## src/rtl/rs_bank_pkg.sv

```systemverilog
package rs_bank_pkg;
   typedef enum logic [1:0] {
      RS_FREE = 2'd0,
      RS_WAIT = 2'd1,
      RS_EXEC = 2'd2
   } rs_state_e;
endpackage

```

## src/rtl/rs_operand.sv

```systemverilog
module rs_operand #(
   parameter int DATA_W = 64,
   parameter int TAG_W  = 4
) (
   input  logic              clk,
   input  logic              rst_n,
   input  logic              load_i,
   input  logic [TAG_W-1:0]  tag_i,
   input  logic [DATA_W-1:0] val_i,
   input  logic              bc_valid_i,
   input  logic [TAG_W-1:0]  bc_tag_i,
   input  logic [DATA_W-1:0] bc_data_i,
   output logic [TAG_W-1:0]  tag_o,
   output logic [DATA_W-1:0] val_o
);
   logic hit_new, hit_held;

   assign hit_new  = bc_valid_i && (tag_i != '0) && (bc_tag_i == tag_i);
   assign hit_held = bc_valid_i && (tag_o != '0) && (bc_tag_i == tag_o);

   always_ff @(posedge clk) begin
      if (!rst_n) begin
         tag_o <= '0;
         val_o <= '0;
      end else if (load_i) begin
         if (hit_new) begin
            tag_o <= '0;
            val_o <= bc_data_i;
         end else begin
            tag_o <= tag_i;
            val_o <= val_i;
         end
      end else if (hit_held) begin
         tag_o <= '0;
         val_o <= bc_data_i;
      end
   end
endmodule

```

## src/rtl/rs_entry.sv

```systemverilog
module rs_entry
   import rs_bank_pkg::*;
#(
   parameter int DATA_W = 64,
   parameter int TAG_W  = 4,
   parameter int OP_W   = 6
) (
   input  logic              clk,
   input  logic              rst_n,
   input  logic              alloc_i,
   input  logic [OP_W-1:0]   op_i,
   input  logic [TAG_W-1:0]  dst_i,
   input  logic [TAG_W-1:0]  a_tag_i,
   input  logic [DATA_W-1:0] a_val_i,
   input  logic [TAG_W-1:0]  b_tag_i,
   input  logic [DATA_W-1:0] b_val_i,
   input  logic              bc_valid_i,
   input  logic [TAG_W-1:0]  bc_tag_i,
   input  logic [DATA_W-1:0] bc_data_i,
   input  logic              grant_i,
   output logic              busy_o,
   output logic              ready_o,
   output logic              exec_o,
   output logic              release_o,
   output logic [OP_W-1:0]   op_o,
   output logic [TAG_W-1:0]  dst_o,
   output logic [TAG_W-1:0]  a_tag_o,
   output logic [DATA_W-1:0] a_val_o,
   output logic [TAG_W-1:0]  b_tag_o,
   output logic [DATA_W-1:0] b_val_o
);
   rs_state_e state_q;

   always_ff @(posedge clk) begin
      if (!rst_n) begin
         state_q <= RS_FREE;
         op_o    <= '0;
         dst_o   <= '0;
      end else begin
         unique case (state_q)
            RS_FREE: if (alloc_i) begin
               state_q <= RS_WAIT;
               op_o    <= op_i;
               dst_o   <= dst_i;
            end
            RS_WAIT: if (grant_i)   state_q <= RS_EXEC;
            RS_EXEC: if (release_o) state_q <= RS_FREE;
            default: state_q <= RS_FREE;
         endcase
      end
   end

   rs_operand #(.DATA_W(DATA_W), .TAG_W(TAG_W)) u_src_a (
      .clk(clk), .rst_n(rst_n), .load_i(alloc_i),
      .tag_i(a_tag_i), .val_i(a_val_i),
      .bc_valid_i(bc_valid_i), .bc_tag_i(bc_tag_i), .bc_data_i(bc_data_i),
      .tag_o(a_tag_o), .val_o(a_val_o)
   );

   rs_operand #(.DATA_W(DATA_W), .TAG_W(TAG_W)) u_src_b (
      .clk(clk), .rst_n(rst_n), .load_i(alloc_i),
      .tag_i(b_tag_i), .val_i(b_val_i),
      .bc_valid_i(bc_valid_i), .bc_tag_i(bc_tag_i), .bc_data_i(bc_data_i),
      .tag_o(b_tag_o), .val_o(b_val_o)
   );

   assign busy_o    = (state_q != RS_FREE);
   assign exec_o    = (state_q == RS_EXEC);
   assign ready_o   = (state_q == RS_WAIT) && (a_tag_o == '0) && (b_tag_o == '0);
   assign release_o = exec_o && bc_valid_i && (bc_tag_i == dst_o);
endmodule

```

## src/rtl/rs_free_pick.sv

```systemverilog
module rs_free_pick #(
   parameter int N = 3
) (
   input  logic [N-1:0] busy_i,
   output logic         any_o,
   output logic [N-1:0] pick_o
);
   always_comb begin
      pick_o = '0;
      for (int i = N - 1; i >= 0; i--) begin
         if (!busy_i[i]) pick_o = N'(1) << i;
      end
   end
   assign any_o = ~&busy_i;
endmodule

```

## src/rtl/rs_oldest_pick.sv

```systemverilog
module rs_oldest_pick #(
   parameter int N      = 3,
   parameter int RANK_W = 2
) (
   input  logic [N-1:0]             req_i,
   input  logic [N-1:0][RANK_W-1:0] rank_i,
   output logic [N-1:0]             pick_o
);
   logic              found;
   logic [RANK_W-1:0] best;

   always_comb begin
      pick_o = '0;
      found  = 1'b0;
      best   = '0;
      for (int i = 0; i < N; i++) begin
         if (req_i[i] && (!found || rank_i[i] < best)) begin
            found  = 1'b1;
            best   = rank_i[i];
            pick_o = N'(1) << i;
         end
      end
   end
endmodule

```

## src/rtl/rs_bank.sv

```systemverilog
module rs_bank #(
   parameter int ENTRIES = 3,
   parameter int DATA_W  = 64,
   parameter int TAG_W   = 4,
   parameter int OP_W    = 6
) (
   input  logic              clk,
   input  logic              rst_n,
   input  logic              iss_valid,
   output logic              iss_ready,
   input  logic [OP_W-1:0]   iss_op,
   input  logic [TAG_W-1:0]  iss_dst_tag,
   input  logic [TAG_W-1:0]  iss_a_tag,
   input  logic [DATA_W-1:0] iss_a_val,
   input  logic [TAG_W-1:0]  iss_b_tag,
   input  logic [DATA_W-1:0] iss_b_val,
   input  logic              bc_valid,
   input  logic [TAG_W-1:0]  bc_tag,
   input  logic [DATA_W-1:0] bc_data,
   output logic              dsp_valid,
   input  logic              dsp_ready,
   output logic [OP_W-1:0]   dsp_op,
   output logic [TAG_W-1:0]  dsp_dst_tag,
   output logic [DATA_W-1:0] dsp_a,
   output logic [DATA_W-1:0] dsp_b
);
   localparam int RANK_W = $clog2(ENTRIES + 1);

   if (ENTRIES < 2)  begin : g_bad_entries $error("rs_bank: ENTRIES must be at least 2"); end
   if (TAG_W < 2)    begin : g_bad_tag     $error("rs_bank: TAG_W must be at least 2"); end
   if (DATA_W < 1)   begin : g_bad_data    $error("rs_bank: DATA_W must be positive"); end
   if (OP_W < 1)     begin : g_bad_op      $error("rs_bank: OP_W must be positive"); end

   logic [ENTRIES-1:0]              busy_vec, ready_vec, exec_vec, rel_vec;
   logic [ENTRIES-1:0]              free_pick, alloc_vec, oldest_vec, grant_vec;
   logic [ENTRIES-1:0][OP_W-1:0]    op_w;
   logic [ENTRIES-1:0][TAG_W-1:0]   dst_w, a_tag_w, b_tag_w;
   logic [ENTRIES-1:0][DATA_W-1:0]  a_val_w, b_val_w;
   logic [ENTRIES-1:0][RANK_W-1:0]  rank_q, rank_d, dec_w;
   logic [RANK_W-1:0]               n_busy, n_rel;
   logic                            any_free;

   rs_free_pick #(.N(ENTRIES)) u_free_pick (
      .busy_i(busy_vec), .any_o(any_free), .pick_o(free_pick)
   );

   assign iss_ready = any_free;
   assign alloc_vec = (iss_valid && any_free) ? free_pick : '0;

   for (genvar g = 0; g < ENTRIES; g++) begin : g_entry
      rs_entry #(.DATA_W(DATA_W), .TAG_W(TAG_W), .OP_W(OP_W)) u_entry (
         .clk(clk), .rst_n(rst_n),
         .alloc_i(alloc_vec[g]),
         .op_i(iss_op), .dst_i(iss_dst_tag),
         .a_tag_i(iss_a_tag), .a_val_i(iss_a_val),
         .b_tag_i(iss_b_tag), .b_val_i(iss_b_val),
         .bc_valid_i(bc_valid), .bc_tag_i(bc_tag), .bc_data_i(bc_data),
         .grant_i(grant_vec[g]),
         .busy_o(busy_vec[g]), .ready_o(ready_vec[g]),
         .exec_o(exec_vec[g]), .release_o(rel_vec[g]),
         .op_o(op_w[g]), .dst_o(dst_w[g]),
         .a_tag_o(a_tag_w[g]), .a_val_o(a_val_w[g]),
         .b_tag_o(b_tag_w[g]), .b_val_o(b_val_w[g])
      );
   end

   // Issue-order rank: 0 is the oldest occupied entry.
   always_comb begin
      n_busy = '0;
      n_rel  = '0;
      for (int i = 0; i < ENTRIES; i++) begin
         if (busy_vec[i]) n_busy = n_busy + RANK_W'(1);
         if (rel_vec[i])  n_rel  = n_rel  + RANK_W'(1);
      end
      for (int i = 0; i < ENTRIES; i++) begin
         dec_w[i] = '0;
         for (int j = 0; j < ENTRIES; j++) begin
            if (rel_vec[j] && (rank_q[j] < rank_q[i])) dec_w[i] = dec_w[i] + RANK_W'(1);
         end
         rank_d[i] = alloc_vec[i] ? (n_busy - n_rel) : (rank_q[i] - dec_w[i]);
      end
   end

   always_ff @(posedge clk) begin
      if (!rst_n) rank_q <= '0;
      else        rank_q <= rank_d;
   end

   rs_oldest_pick #(.N(ENTRIES), .RANK_W(RANK_W)) u_oldest_pick (
      .req_i(ready_vec), .rank_i(rank_q), .pick_o(oldest_vec)
   );

   assign dsp_valid = |ready_vec;
   assign grant_vec = dsp_ready ? oldest_vec : '0;

   always_comb begin
      dsp_op      = '0;
      dsp_dst_tag = '0;
      dsp_a       = '0;
      dsp_b       = '0;
      for (int i = 0; i < ENTRIES; i++) begin
         if (oldest_vec[i]) begin
            dsp_op      = dsp_op      | op_w[i];
            dsp_dst_tag = dsp_dst_tag | dst_w[i];
            dsp_a       = dsp_a       | a_val_w[i];
            dsp_b       = dsp_b       | b_val_w[i];
         end
      end
   end
endmodule

```

## config.mk

```make
export PLATFORM = sky130hd
export DESIGN_NAME = rs_bank
export DESIGN_NICKNAME = d
export VERILOG_FILES = /design/src/rtl/rs_bank_pkg.sv /design/src/rtl/rs_operand.sv /design/src/rtl/rs_entry.sv /design/src/rtl/rs_free_pick.sv /design/src/rtl/rs_oldest_pick.sv /design/src/rtl/rs_bank.sv
export SDC_FILE = /design/constraint.sdc
export NUM_CORES = 1
export LEC_CHECK = 0
export CORE_UTILIZATION = 51
export DETAILED_ROUTE_END_ITERATION = 7
export PLACE_DENSITY = 0.78
export SKIP_CTS_REPAIR_TIMING = 1
export SLEW_MARGIN = 20
export SYNTH_ARGS = -nofsm -noshare
export SYNTH_HDL_FRONTEND = slang
export SYNTH_SLANG_ARGS = --single-unit
```

## constraint.sdc

```tcl
create_clock -name clk -period 4.5 [get_ports clk]
set_input_delay 0.9 -clock clk [delete_from_list [all_inputs] [get_ports clk]]
set_output_delay 0.9 -clock clk [all_outputs]
set_load 0.01 [all_outputs]
```

-- Word level (Yosys, flattened, before mapping)
Cells that the tools add are included.
- bits in registers: 450
- input bits: 219
- output and inout bits: 140
- logic and storage cells: 244
- $add $sub $neg: 14
- $lt $le $gt $ge: 11
- equal/unequal tests: 26
- multiplexer cells: 82
- bitwise operators: 8
- reduce and logical (&&, ||, !) cells: 79
- operators with widths (cell ; count):
    $mux W64 ; 20
    $or A64 B64 Y64 ; 4
    $mux W4 ; 17
    $mux W2 ; 24
    $eq A4 B4 Y1 ; 11
    $logic_and A1 B1 Y1 ; 40
    $reduce_bool A4 Y1 ; 8
    $logic_not A4 Y1 ; 6
    $lt A2 B2 Y1 ; 11
    $mux W3 ; 7
    $add A2 B1 Y2 const B ; 10
    $mux W6 ; 3
    $ne A2 B2 Y1 const B ; 9
    $pmux W2 S3 ; 3
    $reduce_bool A2 Y1 ; 9
    $or A6 B6 Y6 ; 2
    $reduce_and A3 Y1 ; 4
    $mux W1 ; 8
    $or A4 B4 Y4 ; 2
    $sub A2 B2 Y2 ; 4
    $eq A2 B1 Y1 const B ; 3
    $eq A2 B2 Y1 const B ; 3
    $logic_not A2 Y1 ; 3
    $reduce_and A2 Y1 ; 3
    other kinds (3) ; 6

-- Logic depth before layout (Yosys ltp)
Gate-level depths: netlist of the first run.
- depth after elaboration: 17
- mapped depth: 19
- depth with buffers taken out: 14

-- By module
A second synthesis of the first run with hierarchy kept.
- cells, all modules: 4027
- area total of the unflattened synthesis: 35574.1 µm²
- by module, submodules not included (module ; times used ; cells each ; area an instance (µm²)):
    rs_operand ; 6 ; 570 ; 5149.9
    rs_bank ; 1 ; 416 ; 2837.7
    rs_entry ; 3 ; 54 ; 544.3
    rs_oldest_pick ; 1 ; 25 ; 176.4
    rs_free_pick ; 1 ; 4 ; 27.5

-- Worst setup path after synthesis of the first run
No wires, ideal clock.
- kind: flip-flop to output port
- from: register g_entry[0].u_entry.u_src_b.tag_o[3]
- to: output dsp_a[62]
- arrival: 3.927 ns
- required time: 3.600 ns
- setup slack: -0.327 ns
- cell stages (with the launch flop): 19
- path buffers: 5
- cell sequence: dfxtp_1 > nor4_4 > and3_1 > nand2_1 > ha_1 > a21oi_1 > o21a_1 > clkbuf_1 > buf_2 > buf_2 > a21oi_1 > ha_1 > or2_2 > nor4_4 > nand2_1 > o211ai_2 > buf_6 > buf_6 > mux2_2
- word-level cells in the longest chain between the ends: 16
- elaborated cells between the ends (all ways): 22
- RTL lines (element ; RTL line ; source):
    start: declaration ; rs_operand.sv:13 ; output logic [TAG_W-1:0] tag_o,
    start signal: assignment ; rs_operand.sv:30 ; tag_o <= tag_i;
    $logic_not A4 Y1 (*) ; rs_entry.sv:69 ; assign ready_o = (state_q == RS_WAIT) && (a_tag_o == '0) && (b_tag_o == '0);
    $logic_and A1 B1 Y1 (*) ; rs_entry.sv:69 ;
    $mux W2 or $mux W1 (tied branches) ; rs_oldest_pick.sv:17 ; if (req_i[i] && (!found || rank_i[i] < best)) begin
    $lt A2 B2 Y1 or $logic_not A1 Y1 (tied branches) ; rs_oldest_pick.sv:17 ;
    $logic_or A1 B1 Y1 ; rs_oldest_pick.sv:17 ;
    $logic_and A1 B1 Y1 ; rs_oldest_pick.sv:17 ;
    $mux W2 or $mux W1 (tied branches) ; rs_oldest_pick.sv:17 ;
    $lt A2 B2 Y1 or $logic_not A1 Y1 (tied branches) ; rs_oldest_pick.sv:17 ;
    $logic_or A1 B1 Y1 ; rs_oldest_pick.sv:17 ;
    $logic_and A1 B1 Y1 ; rs_oldest_pick.sv:17 ;
    $mux W3 (*) ; rs_oldest_pick.sv:17 ;
    $mux W64 ; rs_bank.sv:102 ; if (oldest_vec[i]) begin
    $or A64 B64 Y64 ; rs_bank.sv:105 ; dsp_a = dsp_a | a_val_w[i];
    $mux W64 ; rs_bank.sv:102 ;
    $or A64 B64 Y64 ; rs_bank.sv:105 ;
    $mux W64 (*) ; rs_bank.sv:102 ;
    end: declaration ; rs_bank.sv:24 ; output logic [DATA_W-1:0] dsp_a,
Every way passes the cells marked *; elsewhere a longest branch is shown, timed or not.

-- Final worst setup path of the first run
- from: register g_entry[0].u_entry.u_src_b.tag_o[2]
- to: output dsp_a[24]
The elaborated chain is that of the path after synthesis.

==> summary.md, run 1 <==
| Metric | Value |
|---|---|
| Critical Path End Type | output port |
| Critical-path maximum fanout | 5 |
| Post-route worst hold slack | between 0.4 and 0.5 ns |
| Insertion delay of the later-clocked pin in the worst-skew pair | approximately 0.60 ns |
| Average footprint of a synthesized cell | 9.299 um2 |
| Remaining design rule violation count | 0 |
| Buffers from clock root to sink, at most | 3 |
| Total standard cell area after synthesis | approximately 26,000 um2 |
| Synthesized net count | about 3,000 |
| Total count of hold-check failures in the final report | 0 |
| Data arrival time of the worst path | ~4.5 ns |
| Die Span Y | around 230 um |
| Run status | complete, but fails checks |
| Number of global-route vias before repair | between 20,000 and 25,000 |
| Most common cell in the synthesized netlist | sky130_fd_sc_hd__dfxtp_1 |
| Half-perimeter wire length after placement | 55.10 mm |
| Number of violations of the max-capacitance limit | 0 |
| Number of vias after detailed routing | roughly 25,000 |
| Worst hold path type | reg2reg |
| Startpoint type of the worst setup path | flop |
| Fill cells | around 4,100 |
| Worst setup margin | -0.8927 ns |
| Cells after Synth | 2,849 |
| Number of enable-type register cells in the synthesized netlist | 0 |
| Share of the synthesized area in the top cell type | between 30% and 40% |
| Starting utilization of the core area | approximately 52% |
| I/O Buffers | about 360 |
| Fraction of final layout cells with drive strength greater than 1 | between 10% and 20% |
| GRT Total Usage | 32.65% |
| Seq cells post-synth | 450 |
| Placement Cell Area | roughly 31,000 um2 |
| Clock tree root buffer cell | sky130_fd_sc_hd__clkbuf_16 |
| Top-level port count | 359 |
| Final number of setup-violating endpoints | 138 |
| Setup repair after global routing missed its margin | true |
| Max H-tree Level | 2 |
| Seq/Total Area, Yosys | approximately 34% |
| Worst-case clock skew | 0.01530 ns |
| Routability Congestion | ~0.90 |
| Routed length per instance | about 24 um |
| Count of TritonRoute iterations in the first routing pass | 5 |
| Data required time at the worst endpoint | 3.60 ns |
| Max_slew headroom | -11.64% |
| Peak clock frequency supported by timing | roughly 0.19 GHz |
| Worst-path clk slew | roughly 0.060 ns |
| Violations in the final reports | max-slew violations, negative setup slack |
| Async set-reset flop share out of synthesis | 0% |
| Period Utilization, post-route | 119.8% |
| Critical Path, Cell by Cell | nor4_4 -> and3_4 -> nand2_4 -> ha_4 -> a21oi_2 -> o21a_4 -> nor2_4 -> a21oi_2 -> ha_2 -> or2_4 -> nor4_4 -> nand2_1 -> o211ai_4 -> buf_6 -> clkbuf_16 -> buf_6 -> clkbuf_16 -> buf_4 -> buf_4 -> mux2_4 -> clkbuf_2 |
| Dominant register cell in the synthesized netlist | sky130_fd_sc_hd__dfxtp_1 |
| Maximum resistive drop on vdd | ~0.26 mV |
| Antenna violations before repair | 8 |
| Combined buffer and inverter count along the critical path | 7 |
| Final cell count without fillers | about 3,800 |
| Die Wd | between 200 and 250 um |
| Detail Route Antenna Nets | 0 |
| Post-route cell area | about 33,000 um2 |
| P per Cell Area | approximately 320 nW/um2 |
| Overall overflow remaining after global route | 0 |
| Worst Max-Slew Pin Slew | around 1.7 ns |
| Unique masters post-synth | 55 |
| Wire length of the first global-routing pass | 139.8 mm |
| Total number of yosys warnings | 0 |
| Family with the most delay on the worst path | simple AND/OR/NAND/NOR gates |
| DR vias/cell | between 6 and 7 |
| Cell count after placement | between 3,000 and 4,000 |
| TritonCTS clock tree | done |
| Number of sinks handled by clock tree synthesis | 450 |
| Clock buffers created by TritonCTS | between 40 and 50 |
| Pin count of the biggest net entering global routing | between 200 and 250 |
| Crit path kind | reg2out |
| Critical Path Slowest Stage Cell | sky130_fd_sc_hd__nor4_4 |
| Post-detailed-routing wire length | 91.85 mm |
| Top cells by instance count after synthesis | 450 x sky130_fd_sc_hd__dfxtp_1, 401 x sky130_fd_sc_hd__nor3_1, 400 x sky130_fd_sc_hd__a211oi_1 |
| Number of rows created at floorplan | 83 |
| Maximum single-stage delay on the critical path | between 0.3 and 0.4 ns |
| Cell type with the largest total area after synthesis | sky130_fd_sc_hd__dfxtp_1 |
| Post-layout nets | 3,352 |
| Pins Over Slew Limit | 103 |
| Leading post-synthesis cells by cell area | sky130_fd_sc_hd__dfxtp_1 34%, sky130_fd_sc_hd__mux2i_1 15%, sky130_fd_sc_hd__a211oi_1 11% |
| Period minus WS final | between 5 and 6 ns |
| Area of the core | 51,300 um2 |
| Die Area | approximately 53,000 um2 |
| Area added between synthesis and finish | 25.09% |
| Leakage Power | between 15 and 20 nW |
| DR iter-0 viols | between 2,000 and 2,500 |
==> cells by family after synthesis <==
group                    Yosys count  share of synthesized area [%]
flip-flops                       450                          34.00
XOR/XNOR                          46                          1.521
adder cells (fa/ha/maj)           20                         0.9445
AND/OR/NAND/NOR                  727                          14.32
buffers and inverters            325                          5.743
multiplexers                     522                          21.79
AO/OA/AOI/OAI                    759                          21.68
==> metal layers <==
layer | GRT usage [%] | part of all wire, % | up-vias
met4 | 16.14 | 4.3 | 6
met3 | 5.940 | 8.7 | 262
met5 | 0 | 0.047 | -
met1 | 42.01 | 40 | 12277
met2 | 52.41 | 47 | 1417
li1 | - | - | 11473
==> layout make-up <==
class                   count  area (um2)  share of cell area, %
multi-input cells        2074       16250                  49.02
clock inverters             8       93.84                 0.2832
well taps                 680       850.8                  2.567
repair buffers            517        5314                  16.03
clock buffers              80        1525                  4.602
inverters                  21       86.33                 0.2605
diodes                      6       15.01                0.04531
flip-flops and latches    450        9010                  27.19
==> worst paths after layout <==
path	start	end	slack, ns	cells past startpoint
hold reg to reg	g_entry[2].u_entry.op_o[5]	g_entry[2].u_entry.op_o[5]	0.46	2
hold / removal	g_entry[2].u_entry.op_o[5]	g_entry[2].u_entry.op_o[5]	0.46	2
setup reg to reg	g_entry[0].u_entry.u_src_b.tag_o[2]	g_entry[1].u_entry.state_q[0]	1.10	17
setup / recovery	g_entry[0].u_entry.u_src_b.tag_o[2]	dsp_a[24]	-0.89	21
==> through the flow <==
step / power [mW] / TNS [ns] / utilization, % / worst slack, ns
6_report: 10.77 / -89.16 / 64.60 / -0.8927
2_1_floorplan: 5.810 / 0 / - / 0.009736
3_3_place_gp: 6.572 / -39.31 / 60.19 / -0.3392
3_5_place_dp: 6.655 / -45.21 / 60.19 / -0.3891
4_1_cts: 10.73 / -132.94 / 63.35 / -1.031
5_1_grt: 11.14 / -120.07 / 64.59 / -1.119
==> report_power, final <==
part | switching [mW] | internal, mW
sequential | 0.197 | 4.31
combinational | 1.22 | 0.942
clock | 1.68 | 2.42
total | 3.09 | 7.67
==> sequential cells by signal, summed over array words and instances (netlist names) <==
name                           count
g_entry.u_entry.u_src_b.val_o    192
g_entry.u_entry.u_src_a.tag_o     12
g_entry.u_entry.u_src_a.val_o    192
rank_q                             6
g_entry.u_entry.op_o              18
g_entry.u_entry.state_q            6
g_entry.u_entry.u_src_b.tag_o     12
g_entry.u_entry.dst_o             12
==> worst register-to-register path: stages (launching register included) <==
cell and delay (ns):
sky130_fd_sc_hd__dfxtp_2 0.33, sky130_fd_sc_hd__nor4_4 0.38, sky130_fd_sc_hd__and3_4 0.26, sky130_fd_sc_hd__nand2_4 0.06, sky130_fd_sc_hd__ha_4 0.28, sky130_fd_sc_hd__a21oi_2 0.05
sky130_fd_sc_hd__o21a_4 0.21, sky130_fd_sc_hd__a21oi_2 0.14, sky130_fd_sc_hd__ha_2 0.19, sky130_fd_sc_hd__buf_4 0.10, sky130_fd_sc_hd__nor2_1 0.05, sky130_fd_sc_hd__nand4b_1 0.20
sky130_fd_sc_hd__o211ai_1 0.18, sky130_fd_sc_hd__o211ai_4 0.14, sky130_fd_sc_hd__buf_4 0.17, sky130_fd_sc_hd__clkbuf_16 0.19, sky130_fd_sc_hd__buf_6 0.16, sky130_fd_sc_hd__o21a_1 0.20
==> layout by cell type, fill, tap and decap left out, types with 6 or more instances in the layout <==
| cell | instances |
|---|---|
| sky130_fd_sc_hd__a211oi_1 | 400 |
| sky130_fd_sc_hd__a21boi_0 | 129 |
| sky130_fd_sc_hd__a21oi_1 | 40 |
| sky130_fd_sc_hd__a22o_1 | 138 |
| sky130_fd_sc_hd__a31oi_1 | 16 |
| sky130_fd_sc_hd__and3_1 | 136 |
| sky130_fd_sc_hd__buf_12 | 31 |
| sky130_fd_sc_hd__buf_4 | 94 |
| sky130_fd_sc_hd__buf_6 | 39 |
| sky130_fd_sc_hd__buf_8 | 6 |
| sky130_fd_sc_hd__clkbuf_1 | 15 |
| sky130_fd_sc_hd__clkbuf_16 | 58 |
| sky130_fd_sc_hd__clkbuf_2 | 60 |
| sky130_fd_sc_hd__clkbuf_8 | 14 |
| sky130_fd_sc_hd__clkdlybuf4s50_1 | 220 |
| sky130_fd_sc_hd__dfxtp_1 | 449 |
| sky130_fd_sc_hd__diode_2 | 6 |
| sky130_fd_sc_hd__dlymetal6s2s_1 | 58 |
| sky130_fd_sc_hd__ha_1 | 18 |
| sky130_fd_sc_hd__inv_1 | 20 |
| sky130_fd_sc_hd__mux2_2 | 17 |
| sky130_fd_sc_hd__mux2_4 | 121 |
| sky130_fd_sc_hd__mux2i_1 | 384 |
| sky130_fd_sc_hd__nand2_1 | 85 |
| sky130_fd_sc_hd__nand3_1 | 23 |
| sky130_fd_sc_hd__nand4_1 | 6 |
| sky130_fd_sc_hd__nor2_1 | 26 |
| sky130_fd_sc_hd__nor2b_1 | 7 |
| sky130_fd_sc_hd__nor3_1 | 400 |
| sky130_fd_sc_hd__nor4_1 | 7 |
| sky130_fd_sc_hd__o2111ai_1 | 6 |
| sky130_fd_sc_hd__o21ai_0 | 6 |
| sky130_fd_sc_hd__xnor2_1 | 16 |
| sky130_fd_sc_hd__xor2_1 | 30 |
Note: power is estimated with default switching activity, not from simulation.
==> run 2: changes to the inputs <==
--- a/config.mk
+++ b/config.mk
@@ -7,7 +7,7 @@
 export LEC_CHECK = 0
 export CORE_UTILIZATION = 51
 export DETAILED_ROUTE_END_ITERATION = 7
-export PLACE_DENSITY = 0.78
+export PLACE_DENSITY = 0.85
 export SKIP_CTS_REPAIR_TIMING = 1
 export SLEW_MARGIN = 20
 export SYNTH_ARGS = -nofsm -noshare
==> run 2 against run 1 <==
  * The run ends with negative setup slack left
  * Critical path depth is 4 lower
  * Register-to-register slack better by 0.25 ns
  * Cell count is 1.1% lower
  * Die area stayed put
  * Total power is 2.0% higher
  * Setup slack worse by 0.027 ns
==> summary.md, run 2 (synthesis results as in run 1) <==
| Metric | Value |
|---|---|
| Switch Pwr | 3.157 mW (+2.0%) |
| Area of the core | 51,300 um2 (unchanged) |
| Fraction of final layout cells with drive strength greater than 1 | 13.32% (-2.1 points) |
| Number of violations of the max-capacitance limit | 0 (unchanged) |
| Critical Path, Cell by Cell | nor4_4 -> and3_4 -> nand2_4 -> ha_4 -> a21oi_2 -> o21a_4 -> nor2_4 -> a21oi_2 -> ha_2 -> or2_4 -> nor4_4 -> nand2_1 -> o211ai_4 -> buf_12 -> buf_12 -> mux2_4 -> clkdlybuf4s50_1 |
| Maximum resistive drop on vdd | 0.2910 mV (+14%) |
| Detail Route Antenna Nets | 0 (unchanged) |
| Remaining design rule violation count | 0 (unchanged) |
| Data arrival time of the worst path | 4.52 ns (+0.03 ns) |
| Violations in the final reports | negative setup slack |
| Top-level port count | 359 (unchanged) |
| Max_slew headroom | 30.06% (+42 points) |
| Startpoint of the worst hold path | g_entry[1].u_entry.op_o[5] |
| Pins Over Slew Limit | 0 (-100%) |
| Die Span Y | 229.9 um (unchanged) |
| Leakage Power | 15.43 nW (-3.5%) |
| Routed length per instance | 24.14 um (+0.81%) |
| Worst hold path type | reg2reg |
| Post-route cell area | 32,840 um2 (-0.92%) |
| Fill cells | 3,951 (-2.7%) |
| Maximum single-stage delay on the critical path | 0.49 ns (+0.11 ns) |
| DR iter-0 viols | 3,133 (+28%) |
| Half-perimeter wire length after placement | 55.07 mm (about the same) |
| Post-layout nets | 3,310 (-1.3%) |
| Setup repair after global routing missed its margin | true |
| Worst R2R Setup Slack | 1.35 ns (+0.25 ns) |
| Family with the most delay on the worst path | simple AND/OR/NAND/NOR gates |
| Max H-tree Level | 2 (unchanged) |
| Worst setup margin | -0.9193 ns (-0.02665 ns) |
| Die Wd | 229.9 um (unchanged) |
| GRT Total Usage | 32.75% (+0.096 points) |
| Clock buffers created by TritonCTS | 50 (+2.0%) |
| Data required time at the worst endpoint | 3.60 ns (about the same) |
| Routability Congestion | 0.8745 (-3.1%) |
| I/O Buffers | 358 (unchanged) |
| Pre-CTS setup slack | -0.3027 ns (+0.08649 ns) |
| Worst hold endpoint | g_entry[1].u_entry.op_o[5] |
| Critical Path End Type | output port |
| DR vias/cell | 6.745 (+1.7%) |
| R2r worst-path depth | 16 (-1) |
| Post-layout util | 64.01% (-0.59 points) |
| Share of power burned in the clock network | 39.3% (+1.3 points) |
| Worst-case clock skew | 0.03098 ns (+0.01568 ns) |
| Buffers from clock root to sink, at most | 3 (unchanged) |
| Clock tree root buffer cell | sky130_fd_sc_hd__clkbuf_16 |
| Total count of hold-check failures in the final report | 0 (unchanged) |
| Worst r2r src | g_entry[0].u_entry.u_src_b.tag_o[2] |
| Number of rows created at floorplan | 83 (unchanged) |
| Final number of setup-violating endpoints | 138 (unchanged) |
| Combinational share of power | 19.6% (-0.5 points) |
| Pin count of the biggest net entering global routing | 141 (-39%) |
| TritonCTS clock tree | done |
| Commonest non-fill, non-tap cell in the layout | sky130_fd_sc_hd__dfxtp_1 |
| Die Area | 52,870 um2 (unchanged) |
| Cell count after placement | 3,677 (-0.30%) |
| Number of vias after detailed routing | 25,590 (+0.61%) |
| Area added between synthesis and finish | 23.94% |
| P per Cell Area | 334.5 nW/um2 (+3.0%) |
| Number of global-route vias before repair | 25,479 (+2.8%) |
| Worst-path clk slew | 0.06 ns (about the same) |
| Leading registers by flop count | g_entry.u_entry.u_src_a.val_o (192), g_entry.u_entry.u_src_b.val_o (192), g_entry.u_entry.op_o (18) |
| Period Utilization, post-route | 120.4% (+0.59 points) |
| Combined buffer and inverter count along the critical path | 3 (-4) |
| Antenna violations before repair | 7 (-1) |
| Sw Share | 28.75% (about the same) |
| Critical-path maximum fanout | 12 (+7) |
| Worst Max-Slew Pin Slew | 1.049 ns (-0.6255 ns) |
| Critical Path Slowest Stage Cell | sky130_fd_sc_hd__clkdlybuf4s50_1 |
| Run status | complete, but fails checks |
| R2r endpoint | g_entry[1].u_entry.state_q[0] |
| Sequential fraction of design power | 41.1% (-0.8 points) |
| Number of sinks handled by clock tree synthesis | 450 (unchanged) |
| Overall overflow remaining after global route | 0 (unchanged) |
| Crit path kind | reg2out |
| Period minus WS final | 5.419 ns (+0.02665 ns) |
| Peak clock frequency supported by timing | 0.1845 GHz (-0.49%) |
| Top library cells by usage in the layout, fill and taps aside | 449 x sky130_fd_sc_hd__dfxtp_1, 400 x sky130_fd_sc_hd__nor3_1, 400 x sky130_fd_sc_hd__a211oi_1, 384 x sky130_fd_sc_hd__mux2i_1, 269 x sky130_fd_sc_hd__clkdlybuf4s50_1 |
| Startpoint type of the worst setup path | flop |
| Final cell count without fillers | 3,794 (-1.1%) |
| Cell internal pwr | 7.825 mW (+2.0%) |
| Wire length of the first global-routing pass | 140.6 mm (+0.57%) |
| Post-detailed-routing wire length | 91.58 mm (-0.30%) |
| Starting utilization of the core area | 51.64% (unchanged) |
| Post-route worst hold slack | 0.4631 ns (+0.006512 ns) |
| Worst Setup SP | g_entry[0].u_entry.u_src_b.tag_o[2] |
| Count of cells along the worst hold path | 2 (unchanged) |
| Count of TritonRoute iterations in the first routing pass | 6 (+1) |
| Placement Cell Area | 30,860 um2 (about the same) |
| Insertion delay of the later-clocked pin in the worst-skew pair | 0.60 ns (about the same) |
## run 2: changes by cell type in the layout (fill, tap and decap cells not counted), sizes merged, moves of 2 or more
cell | before | now
buf | 172 | 117
clkdlybuf4s50 | 220 | 269
clkbuf | 147 | 123
dlymetal6s2s | 58 | 42
bufinv | 2 | 4
## run 2: area by class of cell
cell class	count	area, um2	share of cell area (%)
well taps	680	850.8	2.591
diodes	7	17.52	0.05335
clock inverters	11	161.4	0.4915
multi-input cells	2074	16210	49.35
inverters	21	86.33	0.2629
clock buffers	77	1546	4.710
flip-flops and latches	450	9010	27.44
repair buffers	474	4959	15.10
## run 2: worst max-delay path by stage
| stage | cells after the start | slack [ns] | endpoint |
|---|---|---|---|
| after floorplan | 19 | 0.01 | dsp_a[0] |
| after global placement | 17 | -0.24 | dsp_b[5] |
| after detailed placement | 17 | -0.30 | dsp_b[5] |
| after CTS | 17 | -0.97 | dsp_b[5] |
| after global routing | 17 | -1.04 | dsp_b[21] |
| final | 17 | -0.92 | dsp_b[32] |
## run 2: power by group through the flow
stage                     clock, mW  sequential, mW  combinational, mW
final                          4.32            4.51               2.15
after global routing           4.50            4.54               2.28
after CTS                      4.34            4.50               2.10
after detailed placement          0            4.59               2.08
after global placement            0            4.56               2.00
after floorplan                   0            4.53               1.28
## run 2: through the flow
| stage | TNS [ns] | total power [mW] |
|---|---|---|
| after floorplan | 0 | 5.810 |
| after global placement | -23.06 | 6.564 |
| after detailed placement | -30.65 | 6.665 |
| after CTS | -121.83 | 10.94 |
| after global routing | -109.54 | 11.32 |
| final | -91.35 | 10.98 |
## run 2: worst reg2reg max path, stage by stage, from the launching register on
cell	delay, ns
sky130_fd_sc_hd__dfxtp_2	0.33
sky130_fd_sc_hd__nor4_4	0.30
sky130_fd_sc_hd__and3_4	0.24
sky130_fd_sc_hd__nand2_4	0.06
sky130_fd_sc_hd__ha_4	0.28
sky130_fd_sc_hd__a21oi_2	0.06
sky130_fd_sc_hd__o21a_4	0.22
sky130_fd_sc_hd__nor2_4	0.08
sky130_fd_sc_hd__a21oi_2	0.04
sky130_fd_sc_hd__ha_2	0.17
sky130_fd_sc_hd__or2_4	0.26
sky130_fd_sc_hd__nor4_4	0.17
sky130_fd_sc_hd__nand2_1	0.14
sky130_fd_sc_hd__o211ai_4	0.32
sky130_fd_sc_hd__buf_12	0.16
sky130_fd_sc_hd__clkbuf_16	0.16
sky130_fd_sc_hd__o21a_1	0.12
## run 2: metal layers
layer	global-route usage, %	part of all wire (%)
met1	40.87	39
met2	52.92	47
met3	7.130	9.7
met4	16.85	4.6
met5	0	0.017
